$ cat config.mk
export PLATFORM = sky130hd
export DESIGN_NAME = gpio_mask_bank
export DESIGN_NICKNAME = d
export VERILOG_FILES = /design/src/rtl/gpio_mask_pkg.sv /design/src/rtl/gpio_rst_sync.sv /design/src/rtl/gpio_dir_reg.sv /design/src/rtl/gpio_half_out.sv /design/src/rtl/gpio_in_sync.sv /design/src/rtl/gpio_mask_bank.sv
export SDC_FILE = /design/constraint.sdc
export NUM_CORES = 1
export LEC_CHECK = 0
export ABC_CLOCK_PERIOD_IN_PS = 7500
export CAP_MARGIN = 15
export CORE_ASPECT_RATIO = 2
export CORE_MARGIN = 2
export CORE_UTILIZATION = 35
export DETAILED_ROUTE_END_ITERATION = 10
export GPL_TIMING_DRIVEN = 1
export PLACE_DENSITY_LB_ADDON = 0.12
export SLEW_MARGIN = 10
export SYNTH_ARGS = -nofsm -noshare
export SYNTH_HDL_FRONTEND = slang
export SYNTH_SLANG_ARGS = --single-unit
$ cat constraint.sdc
create_clock -name clk -period 7.5 [get_ports clk]
set_input_delay 1.5 -clock clk [delete_from_list [all_inputs] [get_ports clk]]
set_output_delay 1.5 -clock clk [all_outputs]
set_load 0.03 [all_outputs]
$ cat src/rtl/gpio_mask_pkg.sv
`timescale 1ns/1ps
package gpio_mask_pkg;
  localparam int unsigned REG_ADDR_W = 8;

  typedef enum logic [REG_ADDR_W-1:0] {
    A_OE_SET = 8'h00,
    A_OE_CLR = 8'h04,
    A_OUT_LO = 8'h08,
    A_OUT_HI = 8'h0C,
    A_PIN_IN = 8'h10
  } gpio_reg_e;

  typedef struct packed {
    logic oe_set;
    logic oe_clr;
    logic out_lo;
    logic out_hi;
  } gpio_wr_dec_t;
endpackage

$ cat src/rtl/gpio_rst_sync.sv
`timescale 1ns/1ps
// Asynchronous assert, synchronous release of the active-low reset.
module gpio_rst_sync #(
  parameter int unsigned STAGES = 2
) (
  input  logic clk,
  input  logic rst_n,
  output logic rst_sync_n
);
  logic [STAGES-1:0] chain_q;
  logic [STAGES-1:0] chain_d;

  always_comb begin
    chain_d = {chain_q[STAGES-2:0], 1'b1};
  end

  always_ff @(posedge clk or negedge rst_n) begin
    if (!rst_n) begin
      chain_q <= '0;
    end else begin
      chain_q <= chain_d;
    end
  end

  assign rst_sync_n = chain_q[STAGES-1];
endmodule

$ cat src/rtl/gpio_dir_reg.sv
`timescale 1ns/1ps
// Drive-enable vector with write-one-to-set and write-one-to-clear ports.
module gpio_dir_reg #(
  parameter int unsigned WIDTH = 32
) (
  input  logic             clk,
  input  logic             rst_n,
  input  logic             set_en,
  input  logic             clr_en,
  input  logic [WIDTH-1:0] wdata,
  output logic [WIDTH-1:0] oe_q
);
  logic [WIDTH-1:0] oe_d;
  logic             oe_ce;

  always_comb begin
    oe_d  = oe_q;
    oe_ce = set_en | clr_en;
    if (set_en) begin
      oe_d = oe_q | wdata;
    end else if (clr_en) begin
      oe_d = oe_q & ~wdata;
    end
  end

  always_ff @(posedge clk or negedge rst_n) begin
    if (!rst_n) begin
      oe_q <= '0;
    end else if (oe_ce) begin
      oe_q <= oe_d;
    end
  end
endmodule

$ cat src/rtl/gpio_half_out.sv
`timescale 1ns/1ps
// One half-bank of output levels; the upper half of the write word masks the lower half.
module gpio_half_out #(
  parameter int unsigned HALF_W = 16,
  localparam int unsigned WORD_W = 2 * HALF_W
) (
  input  logic              clk,
  input  logic              rst_n,
  input  logic              wr_en,
  input  logic [WORD_W-1:0] wdata,
  output logic [HALF_W-1:0] val_q
);
  logic [HALF_W-1:0] mask;
  logic [HALF_W-1:0] newv;
  logic [HALF_W-1:0] val_d;
  logic              val_ce;

  always_comb begin
    mask   = wdata[WORD_W-1:HALF_W];
    newv   = wdata[HALF_W-1:0];
    val_d  = (val_q & ~mask) | (newv & mask);
    val_ce = wr_en & (|mask);
  end

  always_ff @(posedge clk or negedge rst_n) begin
    if (!rst_n) begin
      val_q <= '0;
    end else if (val_ce) begin
      val_q <= val_d;
    end
  end
endmodule

$ cat src/rtl/gpio_in_sync.sv
`timescale 1ns/1ps
// Multi-stage synchronizer for the pad input levels.
module gpio_in_sync #(
  parameter int unsigned WIDTH  = 32,
  parameter int unsigned STAGES = 2
) (
  input  logic             clk,
  input  logic             rst_n,
  input  logic [WIDTH-1:0] d_i,
  output logic [WIDTH-1:0] q_o
);
  logic [WIDTH-1:0] stage_q [STAGES];
  logic [WIDTH-1:0] stage_d [STAGES];

  for (genvar s = 0; s < STAGES; s++) begin : g_stage
    if (s == 0) begin : g_first
      assign stage_d[s] = d_i;
    end else begin : g_next
      assign stage_d[s] = stage_q[s-1];
    end

    always_ff @(posedge clk or negedge rst_n) begin
      if (!rst_n) begin
        stage_q[s] <= '0;
      end else begin
        stage_q[s] <= stage_d[s];
      end
    end
  end

  assign q_o = stage_q[STAGES-1];
endmodule

$ cat src/rtl/gpio_mask_bank.sv
`timescale 1ns/1ps
module gpio_mask_bank
  import gpio_mask_pkg::*;
#(
  parameter int unsigned NUM_PINS    = 32,
  parameter int unsigned SYNC_STAGES = 2,
  parameter int unsigned RST_STAGES  = 2
) (
  input  logic                  clk,
  input  logic                  rst_n,
  input  logic [REG_ADDR_W-1:0] bus_addr,
  input  logic                  bus_wr_en,
  input  logic [NUM_PINS-1:0]   bus_wr_data,
  output logic [NUM_PINS-1:0]   bus_rd_data,
  input  logic [NUM_PINS-1:0]   pin_in,
  output logic [NUM_PINS-1:0]   pin_out,
  output logic [NUM_PINS-1:0]   pin_oe
);
  localparam int unsigned HALF_W  = NUM_PINS / 2;
  localparam int unsigned N_HALVES = 2;

  logic                rst_sync_n;
  gpio_wr_dec_t        wr_dec;
  logic [N_HALVES-1:0] half_wr;
  logic [NUM_PINS-1:0] oe_q;
  logic [NUM_PINS-1:0] out_q;
  logic [NUM_PINS-1:0] in_q;

  gpio_rst_sync #(.STAGES(RST_STAGES)) u_rst (
    .clk        (clk),
    .rst_n      (rst_n),
    .rst_sync_n (rst_sync_n)
  );

  // Write decode: exact address match only.
  always_comb begin
    wr_dec.oe_set = bus_wr_en & (bus_addr == A_OE_SET);
    wr_dec.oe_clr = bus_wr_en & (bus_addr == A_OE_CLR);
    wr_dec.out_lo = bus_wr_en & (bus_addr == A_OUT_LO);
    wr_dec.out_hi = bus_wr_en & (bus_addr == A_OUT_HI);
    half_wr       = {wr_dec.out_hi, wr_dec.out_lo};
  end

  gpio_dir_reg #(.WIDTH(NUM_PINS)) u_dir (
    .clk    (clk),
    .rst_n  (rst_sync_n),
    .set_en (wr_dec.oe_set),
    .clr_en (wr_dec.oe_clr),
    .wdata  (bus_wr_data),
    .oe_q   (oe_q)
  );

  for (genvar h = 0; h < N_HALVES; h++) begin : g_half
    gpio_half_out #(.HALF_W(HALF_W)) u_out (
      .clk   (clk),
      .rst_n (rst_sync_n),
      .wr_en (half_wr[h]),
      .wdata (bus_wr_data),
      .val_q (out_q[h*HALF_W +: HALF_W])
    );
  end

  gpio_in_sync #(.WIDTH(NUM_PINS), .STAGES(SYNC_STAGES)) u_sync (
    .clk   (clk),
    .rst_n (rst_sync_n),
    .d_i   (pin_in),
    .q_o   (in_q)
  );

  // Read path.
  always_comb begin
    bus_rd_data = '0;
    case (bus_addr)
      A_OE_SET, A_OE_CLR: bus_rd_data = oe_q;
      A_OUT_LO:           bus_rd_data = {{HALF_W{1'b0}}, out_q[HALF_W-1:0]};
      A_OUT_HI:           bus_rd_data = {{HALF_W{1'b0}}, out_q[NUM_PINS-1:HALF_W]};
      A_PIN_IN:           bus_rd_data = in_q;
      default:            bus_rd_data = '0;
    endcase
  end

  assign pin_out = out_q;
  assign pin_oe  = oe_q;
endmodule

==> run metrics <==
Worst Hold Class=reg -> reg; Fin Hold WS=about 0.35 ns; die height=182 um; simple-gate portion of the synthesized area=15.0%; Tightest Pin Transition=about 0.95 ns; Tmin final=5.92 ns; Final setup viols=0; Hold Fails Final Rpt=0; worst skew pair latency=0.41 ns; clock tree sinks=130; largest family of logic cells by synthesized area=simple AND/OR/NAND/NOR gates; synthesized area per cell=roughly 13 um2; grt total ovfl=0; post-route cell area=7950 um2; Mapped Area=5570 um2; Critical Path AT=4.42 ns; leakage=between 3 and 4 nW; post-CTS setup buffers=0; crit-path most repeated cell=clkdlybuf4s50_1; total power=0.00167 W; Routed wire per std cell=19.5 um; critical-path maximum fanout=42; Setup CP Type=in -> out; Pwr Density=210 nW/um2; xor-xnor portion of the synthesized cell area=0%; crit path launch type=primary input; Port Buffers=170; count of cell types in the netlist=25; Post-Synth Adder-Cell Area=0%; Worst-path clk slew=0.05 ns; Num CTS Buffers=17; Residual DRC=0; Layout area overhead=42.7%; Max-Cap Viols=0; core footprint=15700 um2; sequential element share of the synthesized area=between 50% and 60%; CTS tree=yes; Yosys reg bits=130; VDD IR max=196 uV; Post-DRT Antenna Nets=0; crit-path cells=clkdlybuf4s50_1 -> or4_4 -> buf_4 -> nor3_2 -> a221o_1 -> clkdlybuf4s50_1; commonest non-fill, non-tap cells in the layout=clkdlybuf4s50_1 (168), dfrtp_1 (129), mux2i_1 (41); post-layout util=50.6%; slowest cell on the critical path=clkdlybuf4s50_1; DRT Pass-1 Iters=4; Ys Warns=0; status=finished, final reports clean; relative slew slack=a little over a third; crit-path max cell delay=0.67 ns; GRT Resource Usage Total=19.9%; Starting Density=35.5%; layout cells sized above 1=13.0%; Critical Path Sink Type=output port; vias in the first global route=4316; die area=17000 um2; ys flop type=dfrtp_1; Die Span X=93.2 um; CTS Hold Bufs=0; root buffer cell=clkbuf_16; WP data required=6.00 ns; I/O Pins=171; f_max=around 170 MHz; DR iter-0 viols=179; Clock Tree Buf Depth=2; Final Slew Violations=0; Synthesized Nets=508; Post-synth ARST share=between 90% and 100%; via count=between 4k and 5k; gpl congestion=0.763; final worst-path cycle share=~80%; post-synthesis compound-gate area fraction=6.94%; initial antenna violation count=0; commonest non-fill, non-tap cell in the layout=clkdlybuf4s50_1; number of synthesized flops with an enable pin=0; multiplexer share of the synthesized area=13.8%; routed vias/inst=5.01; Routed WL=15800 um; Placed Instance Area=7420 um2; unrepaired setup endpoints after global routing=false; clock skew=0.00422 ns; Synth Instances=433; # rows=65; Final HPWL DP=11200 um; # H-tree levels=4; antenna diode count=0; first-pass GRT wire length=approximately 25000 um; # resized after CTS=0; Final nets=between 600 and 700; final setup TNS=0 ns; largest net degree at the start of global routing=67
==> per-stage QoR <==
| step | setup slack, ns | std cells |
|---|---|---|
| after floorplan | 2.99 | 433 |
| after global placement | 1.56 | 779 |
| after detailed placement | 1.54 | 779 |
| after CTS | 1.54 | 811 |
| after global routing | 1.42 | 811 |
| final | 1.58 | 811 |
==> worst max-delay path: cells and delay by family <==
| kind | cells | cell delay [ns] |
|---|---|---|
| AND/OR/NAND/NOR | 2 | 1.20 |
| buffers and inverters | 3 | 1.44 |
| AO/OA/AOI/OAI | 1 | 0.26 |
==> synthesized netlist by cell type, types with 2 or more instances <==
cell type / n / share of area (%)
a22o_1: 25 / 3.9
buf_6: 8 / 1.6
inv_1: 32 / 2.2
a211oi_1: 7 / 0.94
nand2b_1: 9 / 1.0
buf_2: 8 / 0.72
nand2_1: 17 / 1.1
nor4_2: 32 / 7.2
a221o_1: 7 / 1.3
clkbuf_1: 18 / 1.2
a21oi_1: 9 / 0.81
nor2_1: 9 / 0.61
nor3_2: 2 / 0.36
nand3_1: 39 / 3.5
mux2i_1: 41 / 7.4
mux2_1: 32 / 6.5
dfrtp_1: 130 / 58
==> final timing paths <==
check	start	to	slack [ns]	cells past startpoint
worst min-delay path	u_sync.stage_d[0]	u_sync.q_o[0]	0.35	0
max in group asynchronous	u_rst.chain_q[1]	u_sync.stage_d[16]	5.72	1
worst max register to register	u_rst.chain_q[1]	u_sync.stage_d[16]	5.72	1
worst max-delay path	bus_addr[5]	bus_rd_data[15]	1.58	6
min in group asynchronous	u_rst.chain_q[1]	u_sync.stage_d[10]	0.42	0
worst min register to register	u_sync.stage_d[0]	u_sync.q_o[0]	0.35	0
==> layout make-up <==
| cell class | instances | area (um2) |
|---|---|---|
| Inverter | 32 | 120 |
| Clock inverter | 5 | 27.5 |
| Clock buffer | 27 | 503 |
| Sequential cell | 130 | 3260 |
| Tap cell | 201 | 251 |
| Fill cell | 1396 | 7750 |
| Multi-Input combinational cell | 236 | 2010 |
| Timing Repair Buffer | 180 | 1780 |
==> routing by layer <==
layer / global-route usage [%] / up-vias / share of wire (%)
li1: - / 1864 / -
met1: 22.9 / 2050 / 38
met2: 34.6 / 131 / 55
met3: 5.33 / 17 / 5.1
met4: 8.12 / 0 / 2.5
met5: 0 / - / 0
==> logic make-up (layout without fill, tap and decap cells) <==
logic type,after synthesis,after routing
compound gates,48,48
buf+inv,67,244
flops,130,130
mux,73,73
other cells,1,1
simple gates,114,114
==> power breakdown <==
part	total (W)	internal (W)	switching, W
logic	0.000170	0.0000742	0.0000960
clock network	0.000745	0.000455	0.000290
registers	0.000756	0.000733	0.0000226
Note: power is estimated with default switching activity, not from simulation.
